## config.mk

```make
export PLATFORM = sky130hd
export DESIGN_NAME = modem_status_unit
export DESIGN_NICKNAME = d
export VERILOG_FILES = /design/src/rtl/msu_pkg.sv /design/src/rtl/msu_sync.sv /design/src/rtl/msu_delta.sv /design/src/rtl/msu_irq_fsm.sv /design/src/rtl/modem_status_unit.sv
export SDC_FILE = /design/constraint.sdc
export NUM_CORES = 1
export LEC_CHECK = 0
export BUFFER_PORTS_ARGS = -buffer_cell sky130_fd_sc_hd__buf_2
export CAP_MARGIN = 20
export CELL_PAD_IN_SITES_DETAIL_PLACEMENT = 1
export CELL_PAD_IN_SITES_GLOBAL_PLACEMENT = 1
export CORE_MARGIN = 10
export CORE_UTILIZATION = 25
export DETAILED_ROUTE_END_ITERATION = 16
export GPL_TIMING_DRIVEN = 0
export MAX_ROUTING_LAYER = met4
export PLACE_DENSITY = 0.65
export SKIP_CTS_REPAIR_TIMING = 1
export SLEW_MARGIN = 30
export SYNTH_ARGS = -nofsm -noshare
export SYNTH_HDL_FRONTEND = slang
export SYNTH_SLANG_ARGS = --single-unit
```

## constraint.sdc

```tcl
create_clock -name clk -period 2.2 [get_ports clk]
set_input_delay 0.44 -clock clk [delete_from_list [all_inputs] [get_ports clk]]
set_output_delay 0.44 -clock clk [all_outputs]
set_load 0.01 [all_outputs]
```

## src/rtl/msu_pkg.sv

```systemverilog
package msu_pkg;

    localparam int NLINES  = 3;
    localparam int LN_CTS  = 0;
    localparam int LN_DSR  = 1;
    localparam int LN_DCD  = 2;

    // status byte bit positions
    localparam int ST_DCTS = 0;
    localparam int ST_DDSR = 1;
    localparam int ST_DDCD = 3;
    localparam int ST_CTS  = 4;
    localparam int ST_DSR  = 5;
    localparam int ST_DCD  = 7;

    // control byte bit positions
    localparam int CT_DTR  = 0;
    localparam int CT_LCTS = 1;
    localparam int CT_LDSR = 2;
    localparam int CT_LDCD = 3;
    localparam int CTRL_USED = 4;

    typedef enum logic [0:0] {
        IRQ_IDLE     = 1'b0,
        IRQ_ASSERTED = 1'b1
    } irq_state_t;

endpackage

```

## src/rtl/msu_sync.sv

```systemverilog
module msu_sync #(
    parameter int   STAGES    = 2,
    parameter logic RESET_VAL = 1'b1
) (
    input  logic clk,
    input  logic rst_n,
    input  logic d,
    output logic q
);
    logic [STAGES-1:0] chain_q;

    always_ff @(posedge clk or negedge rst_n) begin
        if (!rst_n) begin
            chain_q <= {STAGES{RESET_VAL}};
        end else begin
            chain_q <= {chain_q[STAGES-2:0], d};
        end
    end

    assign q = chain_q[STAGES-1];
endmodule

```

## src/rtl/msu_delta.sv

```systemverilog
module msu_delta #(
    parameter int N = 3
) (
    input  logic         clk,
    input  logic         rst_n,
    input  logic [N-1:0] lvl,
    input  logic         ack,
    output logic [N-1:0] lvl_prev,
    output logic [N-1:0] delta
);
    logic [N-1:0] change;

    assign change = lvl ^ lvl_prev;

    always_ff @(posedge clk or negedge rst_n) begin
        if (!rst_n) begin
            lvl_prev <= '0;
            delta    <= '0;
        end else begin
            lvl_prev <= lvl;
            // acknowledge clears, a change at the same edge survives
            delta    <= (delta & {N{~ack}}) | change;
        end
    end
endmodule

```

## src/rtl/msu_irq_fsm.sv

```systemverilog
module msu_irq_fsm
    import msu_pkg::*;
(
    input  logic              clk,
    input  logic              rst_n,
    input  logic              msi_en,
    input  logic              auto_cts_en,
    input  logic [NLINES-1:0] delta,
    output logic              irq
);
    irq_state_t   state_q, state_d;
    logic [NLINES-1:0] mask;
    logic         pending;

    always_comb begin
        mask         = '1;
        mask[LN_CTS] = ~auto_cts_en;
    end

    assign pending = msi_en && ((delta & mask) != '0);

    // state register
    always_ff @(posedge clk or negedge rst_n) begin
        if (!rst_n) begin
            state_q <= IRQ_IDLE;
        end else begin
            state_q <= state_d;
        end
    end

    // transitions
    always_comb begin
        state_d = state_q;
        unique case (state_q)
            IRQ_IDLE:     if (pending)  state_d = IRQ_ASSERTED;
            IRQ_ASSERTED: if (!pending) state_d = IRQ_IDLE;
            default:      state_d = IRQ_IDLE;
        endcase
    end

    // outputs
    always_comb begin
        unique case (state_q)
            IRQ_ASSERTED: irq = 1'b1;
            default:      irq = 1'b0;
        endcase
    end
endmodule

```

## src/rtl/modem_status_unit.sv

```systemverilog
module modem_status_unit
    import msu_pkg::*;
#(
    parameter int DATA_W      = 8,
    parameter int SYNC_STAGES = 2
) (
    input  logic              clk,
    input  logic              rst_n,
    input  logic              wr_ctrl,
    input  logic [DATA_W-1:0] wr_data,
    input  logic              rd_status,
    input  logic              rd_ctrl,
    output logic [DATA_W-1:0] rd_data,
    input  logic              msi_en,
    input  logic              auto_cts_en,
    input  logic              loop_en,
    input  logic              cts_n,
    input  logic              dsr_n,
    input  logic              dcd_n,
    output logic              dtr_n,
    output logic              irq
);
    localparam logic [DATA_W-1:0] CTRL_MASK = DATA_W'((1 << CTRL_USED) - 1);

    logic [DATA_W-1:0] ctrl_q;
    logic [NLINES-1:0] pins_n, pins_s, lvl_pin, lvl_loop, lvl, lvl_prev, delta;
    logic [DATA_W-1:0] status;

    assign pins_n = {dcd_n, dsr_n, cts_n};

    for (genvar i = 0; i < NLINES; i++) begin : g_sync
        msu_sync #(.STAGES(SYNC_STAGES), .RESET_VAL(1'b1)) u_sync (
            .clk  (clk),
            .rst_n(rst_n),
            .d    (pins_n[i]),
            .q    (pins_s[i])
        );
    end

    assign lvl_pin  = ~pins_s;
    assign lvl_loop = {ctrl_q[CT_LDCD], ctrl_q[CT_LDSR], ctrl_q[CT_LCTS]};
    assign lvl      = loop_en ? lvl_loop : lvl_pin;

    always_ff @(posedge clk or negedge rst_n) begin
        if (!rst_n) begin
            ctrl_q <= '0;
        end else if (wr_ctrl) begin
            ctrl_q <= wr_data & CTRL_MASK;
        end
    end

    msu_delta #(.N(NLINES)) u_delta (
        .clk     (clk),
        .rst_n   (rst_n),
        .lvl     (lvl),
        .ack     (rd_status),
        .lvl_prev(lvl_prev),
        .delta   (delta)
    );

    msu_irq_fsm u_irq (
        .clk        (clk),
        .rst_n      (rst_n),
        .msi_en     (msi_en),
        .auto_cts_en(auto_cts_en),
        .delta      (delta),
        .irq        (irq)
    );

    always_comb begin
        status          = '0;
        status[ST_DCTS] = delta[LN_CTS];
        status[ST_DDSR] = delta[LN_DSR];
        status[ST_DDCD] = delta[LN_DCD];
        status[ST_CTS]  = lvl[LN_CTS];
        status[ST_DSR]  = lvl[LN_DSR];
        status[ST_DCD]  = lvl[LN_DCD];
    end

    always_comb begin
        if (rd_status)    rd_data = status;
        else if (rd_ctrl) rd_data = ctrl_q;
        else              rd_data = '0;
    end

    assign dtr_n = ~(ctrl_q[CT_DTR] & ~loop_en);
endmodule

```

* Yosys cells after proc, flatten, opt, wreduce, memory -nomap -nowiden *
Index checks and enable logic that the tools add are counted.

storage, ports and cells
  register bits after elaboration = 17
  word-level logic and storage cells = 24

cells by class
  mux-type cells = 5
  bitwise gates (word level) = 10
  reduce and logical (&&, ||, !) cells = 2

operators with widths
  kind               count
  $mux 8             1
  $and 3x3->3        2
  $mux 4             1
  $not 1->1          4
  $mux 3             1
  $not 3->3          1
  $or 3x3->3         1
  $reduce_bool 3->1  1
  $xor 3x3->3        1
  $mux 1             2
  $and 1x1->1        1
  $logic_and 1x1->1  1

* Logic depth before layout (Yosys ltp) *
Gate-level depths: netlist (run 1).

  depth after elaboration = 5
  depth in mapped cells = 4
  depth with buffers taken out = 3

* Hierarchy *
Synthesis (run 1) repeated with hierarchy kept, for this count alone.

unflattened totals
  cells, all modules = 59
  area, all modules = 670.6 um2

modules (own cells, without submodules)
  module             times used  cells each  area each (um2)  sequential area each (um2)
  modem_status_unit  1           35          270.3            100.1
  msu_delta          1           15          202.7            150.1
  msu_sync           3           2           52.6             52.6
  msu_irq_fsm        1           3           40.0             25.0

* Worst setup path after synthesis (run 1) *
No wires, ideal clock.

  path kind = input-to-output
  from = in rd_status
  to = out rd_data[0]
  arrival time = 0.926 ns
  data required time = 1.760 ns
  slack = 0.834 ns
  cell stages on the path = 3
  cells stage by stage = buf_2 -> nor2b_1 -> a22o_1

on the way
  cells in the longest elaborated chain, start to end = 1

RTL lines
  item                line                     source
  start: declaration  modem_status_unit.sv:11  input logic rd_status,
  $mux 8              modem_status_unit.sv:81  if (rd_status) rd_data = status;
  end: declaration    modem_status_unit.sv:13  output logic [DATA_W-1:0] rd_data,

No other way between the ends.

* Worst setup path in the final report (run 1) *
  from = reg ctrl_q[2]
  to = out rd_data[5]

on the way
  cells in the longest elaborated chain, start to end = 2

RTL lines
  item                      line                     source
  start: declaration        modem_status_unit.sv:25  logic [DATA_W-1:0] ctrl_q;
  start signal: assignment  modem_status_unit.sv:48  ctrl_q <= wr_data & CTRL_MASK;
  $mux 3                    modem_status_unit.sv:42  assign lvl = loop_en ? lvl_loop : lvl_pin;
  named net lvl[1]          modem_status_unit.sv:26  logic [NLINES-1:0] pins_n, pins_s, lvl_pin, lvl_loop, lvl, lvl_prev, delta;
  $mux 8                    modem_status_unit.sv:81

The timed path passes the listed nets, and every way through them passes these cells.

==> flow_summary.json, run 1 <==
{
  "status": "finished, final reports clean",
  "critical_path_class": "reg2out",
  "chipWidth_um": 73.0,
  "startpoint": "ctrl_q[2]",
  "gp_congestion": 0.678,
  "grtUsageMet3_pct": 3.40,
  "vias": 515,
  "clk_path_buf_depth": 2,
  "synthFlopType": "dfrtp_1",
  "ios": 29,
  "synth_edf_count": 0,
  "grt_max_degree": 18,
  "antenna_cells": 0,
  "cts_tree": "yes",
  "leakagePower_nw": 0.412,
  "r2r_end": "u_delta.delta[2]",
  "rows": 19,
  "dp.cells": 112,
  "clk_pin_slew_ps": 100,
  "synth_top_area_share_pct": 39.2,
  "io_buffers": 23,
  "hold_viol": 0,
  "antenna_found_initial": 0,
  "skew_ps": 6.93,
  "maxSlewViolCount": 0,
  "required_ps": 1760,
  "hold_path_class": "in2async",
  "numCtsBuffers": 3,
  "worstPathCellList": "inv_1 -> mux2i_1 -> and2_1 -> buf_2",
  "timing.rr.start": "g_sync[2].u_sync.chain_q[1]",
  "slowest_delay_ps": 360,
  "netlist_instances": 58,
  "pre_cts_slack_ps": 508,
  "die_area_sq_um": 5330,
  "area_delta_synth_final_pct": 25.7,
  "setup_viol": 0,
  "async_flop_share_pct": 100,
  "cts_sinks": 17,
  "h-tree-depth": 1,
  "cp_slowest_cell": "dfrtp_1",
  "crit_arrival_ps": 1270,
  "layout.nets": 105,
  "critPathMaxFanout": 3,
  "ff2ff_setup_slack_ps": 1180,
  "synth_fp_nets": 77,
  "path_buf_inv": 2,
  "clk_latency_ps": 290,
  "grt_pass1_wl_um": 2800,
  "wl_per_cell_um": 14.2,
  "cp_top_family": "flip-flops",
  "overflow": 0,
  "met2_usage_pct": 10.2,
  "drt-total-wl_um": 1640,
  "top_usage_layer": "met2",
  "fin_ws_ps": 494,
  "crit_path_end_kind": "output port",
  "max_freq_ghz": 0.586,
  "die_y_um": 73.0,
  "min_period_over_period_pct": 77.5,
  "holdWs_ps": 55.8,
  "grtUsageTotal_pct": 6.96,
  "drt_iter0_drc": 8,
  "antenna_left": 0,
  "pwr_density_cell_nw_per_um2": 715,
  "maxCapViolCount": 0,
  "synth_common_cells": "dfrtp_1 (11), nor2b_1 (8), dfstp_2 (6)",
  "r2r_cells": 3,
  "peakVddDrop_uv": 334,
  "yosys_warnings": 0,
  "yosysUniqueCellTypes": 19,
  "cts_root_buffer": "clkbuf_4",
  "finalNonFillerCells": 116,
  "avgSynthCellArea_sq_um": 12.1,
  "period_minus_slack_ps": 1710,
  "yosys.cell_count.top_type": "dfrtp_1",
  "grtUsageMet1_pct": 7.77,
  "synth_seq_cells": 17,
  "worstSetupStartpointType": "flop",
  "routed_via_density": 4.44,
  "drc": 0,
  "grt_setup_unrepaired": "false",
  "firstDrtPassIters": 4,
  "start_util_pct": 25.9,
  "setup_tns_ps": 0,
  "core_area_sq_um": 2710,
  "syn-cell-area_sq_um": 702,
  "synth.area.top_cells": "dfrtp_1 (39%), dfstp_2 (22%), nor2b_1 (7.1%)",
  "grt_pass1_vias": 590,
  "seq_area_frac_synth_pct": 61.7,
  "final_layout_size_suffix_gt1_share_pct": 43.5,
  "synth_area_leader_cell": "dfrtp_1"
}
==> logic make-up after synthesis <==
kind of cell	after synthesis	share of synthesized area, %
AO/OA/AOI/OAI	9	8.73
buffers and inverters	3	2.32
flip-flops	17	61.7
multiplexers	5	7.66
other	1	0.534
AND/OR/NAND/NOR	23	19.1
==> flip-flops by register name (all words and copies together) (netlist names) <==
| signal | count |
|---|---|
| g_sync.u_sync.chain_q | 6 |
| ctrl_q | 4 |
| u_delta.lvl_prev | 3 |
| u_irq.state_q | 1 |
| u_delta.delta | 3 |
==> metal layers <==
layer  vias up  wire, um
met3         4       134
met2        22       737
met5         -         0
li1        244         -
met1       245       745
met4         0        26
==> stage by stage <==
stage	utilization (%)	instance area (sq um)	power, mW
after floorplan	-	702	0.424
after CTS	32.5	882	0.645
final	32.5	882	0.631
after global placement	31.6	856	0.471
after detailed placement	31.6	856	0.477
after global routing	32.5	882	0.671
==> where the power goes <==
| group | total [mW] | leakage [nW] | switching [mW] | internal (mW) |
|---|---|---|---|---|
| sequential | 0.361 | 0.189 | 0.0166 | 0.345 |
| combinational | 0.106 | 0.208 | 0.0532 | 0.0533 |
| clock | 0.163 | 0.0150 | 0.0923 | 0.0705 |
| total | 0.631 | 0.412 | 0.162 | 0.469 |
==> worst max path at each step <==
stage / endpoint / slack, ps / depth (start not counted)
2_1_floorplan: rd_data[0] / 830 / 3
3_5_place_dp: rd_data[2] / 510 / 5
6_report: rd_data[5] / 490 / 4
3_3_place_gp: rd_data[5] / 520 / 4
5_1_grt: rd_data[5] / 360 / 4
4_1_cts: rd_data[5] / 460 / 4
==> area by class of cell <==
class,instances,area (sq um)
buffer,2,12.5
clock buffer,4,26.3
fill,331,1830
inverter,1,3.75
multi-input combinational,38,253
sequential,17,433
tap,31,38.8
timing repair buffer,23,115
==> placed cells by master, fill, tap and decap left out <==
| cell type | n |
|---|---|
| buf_2 | 24 |
| dfrtp_1 | 11 |
| nor2b_1 | 8 |
| dfstp_2 | 6 |
| nand2b_1 | 5 |
| and2_1 | 4 |
| nand2_1 | 3 |
| mux2_2 | 3 |
| clkbuf_4 | 3 |
| a211oi_1 | 2 |
| a21oi_1 | 2 |
| mux2i_1 | 2 |
| and3_1 | 2 |
| o21ai_0 | 2 |
| a22o_1 | 2 |
| inv_1 | 1 |
| o31a_1 | 1 |
| nor2_1 | 1 |
| buf_4 | 1 |
| conb_1 | 1 |
| clkbuf_1 | 1 |
Note: power is estimated with default switching activity, not from simulation.
==> run 2, diff against run 1 <==
--- a/config.mk
+++ b/config.mk
@@ -5,6 +5,7 @@
 export SDC_FILE = /design/constraint.sdc
 export NUM_CORES = 1
 export LEC_CHECK = 0
+export ABC_AREA = 1
 export BUFFER_PORTS_ARGS = -buffer_cell sky130_fd_sc_hd__buf_2
 export CAP_MARGIN = 20
 export CELL_PAD_IN_SITES_DETAIL_PLACEMENT = 1
@@ -14,7 +15,7 @@
 export DETAILED_ROUTE_END_ITERATION = 16
 export GPL_TIMING_DRIVEN = 0
 export MAX_ROUTING_LAYER = met4
-export PLACE_DENSITY = 0.65
+export PLACE_DENSITY = 0.69
 export SKIP_CTS_REPAIR_TIMING = 1
 export SLEW_MARGIN = 30
 export SYNTH_ARGS = -nofsm -noshare
==> constraint.sdc (replaced) <==
create_clock -name clk -period 1.5 [get_ports clk]
set_input_delay 0.3 -clock clk [delete_from_list [all_inputs] [get_ports clk]]
set_output_delay 0.3 -clock clk [all_outputs]
set_load 0.01 [all_outputs]
==> flow_summary.json, run 2 <==
{
  "multi_input_area_sq_um": 238,
  "period_minus_slack_ps": 1470,
  "h-tree-depth": 1,
  "dp.cells": 136,
  "synthFlopType": "dfrtp_1",
  "status": "finished, final reports clean",
  "peakVddDrop_uv": 570,
  "clk_pin_slew_ps": 100,
  "chipWidth_um": 74.0,
  "p_switching_mw": 0.270,
  "grt_setup_unrepaired": "true",
  "hold_viol": 0,
  "die_y_um": 74.0,
  "yosys_warnings": 0,
  "rows": 19,
  "top_register": "g_sync.u_sync.chain_q",
  "critPathMaxFanout": 2,
  "swShare_pct": 28.4,
  "pwr_density_cell_nw_per_um2": 1010,
  "required_ps": 1200,
  "syn-cell-area_sq_um": 728,
  "final_common_cell": "buf_2",
  "drt_iter0_drc": 8,
  "critical_path_class": "reg2out",
  "leakagePower_nw": 0.508,
  "cts_root_buffer": "clkbuf_4",
  "clk_latency_ps": 290,
  "routed_via_density": 4.36,
  "drc": 0,
  "crit_arrival_ps": 1170,
  "setup_viol": 0,
  "worstPathCellList": "nand2_2 -> nand2_2 -> nor2_2 -> buf_2",
  "grt_max_degree": 18,
  "r2r_cells": 4,
  "synth.area.top_cells": "dfrtp_1 (38%), dfstp_2 (22%), nand2_1 (12%)",
  "yosys.cell_count.top_type": "nand2_1",
  "netlist_instances": 82,
  "seqCellArea_sq_um": 433,
  "core_area_sq_um": 2780,
  "finalNonFillerCells": 143,
  "synth_top_area_share_pct": 37.8,
  "ff2ff_setup_slack_ps": 460,
  "min_period_over_period_pct": 97.9,
  "ios": 29,
  "grt_pass1_wl_um": 3190,
  "layout_common_cells": "buf_2 (23), nand2_1 (19), inv_1 (13)",
  "start_util_pct": 26.2,
  "seq_area_frac_synth_pct": 59.5,
  "p_clk_share_pct": 26.2,
  "drt-total-wl_um": 1920,
  "avgSynthCellArea_sq_um": 8.88,
  "crit_path_end_kind": "output port",
  "dp_hpwl_um": 1480,
  "cts_tree": "yes",
  "grtUsageTotal_pct": 7.83,
  "numCtsBuffers": 3,
  "async_flop_share_pct": 100,
  "internal_power_mw": 0.680,
  "antenna_cells": 0,
  "antenna_left": 0,
  "synth_fp_nets": 101,
  "gp_congestion": 0.748,
  "max_freq_ghz": 0.681,
  "maxCapViolCount": 0,
  "largest_register_ffs": 6,
  "vias": 623,
  "whs_path_depth": 1,
  "p_comb_share_pct": 18.4,
  "die_area_sq_um": 5470,
  "num-fill-cells": 327,
  "layout.nets": 132,
  "yosysUniqueCellTypes": 16,
  "overflow": 0,
  "firstDrtPassIters": 3,
  "grt_pass1_vias": 696,
  "synth_common_cells": "nand2_1 (23), inv_1 (14), dfrtp_1 (11)",
  "maxSlewViolCount": 0,
  "cts_sinks": 17,
  "skew_ps": 1.91,
  "synth_area_leader_cell": "dfrtp_1",
  "cp_num_cells": 4,
  "path_buf_inv": 1,
  "area_delta_synth_final_pct": 29.6,
  "p_seq_share_pct": 55.4,
  "hold_path_class": "in2reg",
  "synth_edf_count": 0,
  "wl_per_cell_um": 13.4,
  "cp_slowest_cell": "dfstp_2",
  "biggestRegsByFlops": "g_sync.u_sync.chain_q (6), ctrl_q (4)",
  "worstSetupStartpointType": "flop",
  "final_layout_size_suffix_gt1_share_pct": 42.9,
  "crit_top_cell": "nand2_2",
  "clk_path_buf_depth": 2,
  "antenna_found_initial": 0,
  "slowest_delay_ps": 550,
  "cp_top_family": "flip-flops",
  "synth_seq_cells": 17,
  "io_buffers": 23,
  "setup_tns_ps": 0
}
==> run 2: worst paths after layout <==
path | start | endpoint
max in group asynchronous | rst_n | g_sync[0].u_sync.chain_q[0]
hold reg to reg | g_sync[1].u_sync.chain_q[0] | g_sync[1].u_sync.chain_q[1]
hold / removal | cts_n | g_sync[0].u_sync.chain_q[0]
setup reg to reg | g_sync[1].u_sync.chain_q[1] | u_delta.delta[1]
setup / recovery | g_sync[0].u_sync.chain_q[1] | rd_data[4]
min in group asynchronous | rst_n | u_delta.lvl_prev[1]
==> run 2: through the flow <==
step	setup WS (ps)	util [%]	hold slack, ps	power, mW	area, sq um
after floorplan	472	-	4.41	0.620	728
after global placement	139	31.7	242	0.692	882
after detailed placement	132	31.7	248	0.701	882
after CTS	-5.38	32.7	-78.4	0.953	908
after global routing	-33.1	33.9	70.9	1.02	943
final	31.2	33.9	93.1	0.950	943
==> run 2: final cells by class <==
cell class,instances,share of cell area (%)
sequential,17,45.9
multi-input combinational,48,25.2
timing repair buffer,26,14.9
inverter,16,6.37
tap,31,4.11
clock buffer,4,2.79
buffer,1,0.796
==> run 2: power by group through the flow <==
stage | logic (mW) | clock network, mW | registers [mW]
floorplan | 0.0911 | 0 | 0.529
finish | 0.175 | 0.249 | 0.526
global route | 0.203 | 0.283 | 0.532
detailed placement | 0.166 | 0 | 0.534
global placement | 0.161 | 0 | 0.531
CTS | 0.168 | 0.259 | 0.526
==> run 2: worst register-to-register path: stages (launching register included) <==
cell	delay, ps
dfstp_2	550
nand2_2	60
buf_4	130
nand3b_1	90
nand3_1	80
==> run 2: routing by layer <==
layer  vias up  wire length (um)  track usage (%)
li1        311                 -                -
met1       287               906             9.66
met2        21               830             10.8
met3         4               151             3.19
met4         0                31             3.73
met5         -                 0                -
==> run 2: cell families (layout without fill, tap and decap cells) <==
group	Yosys count	after routing	synth area share, %
flip-flops	17	17	59.4
other	1	1	0.515
buffers and inverters	17	47	9.28
AND/OR/NAND/NOR	39	39	24.7
AO/OA/AOI/OAI	8	8	6.01
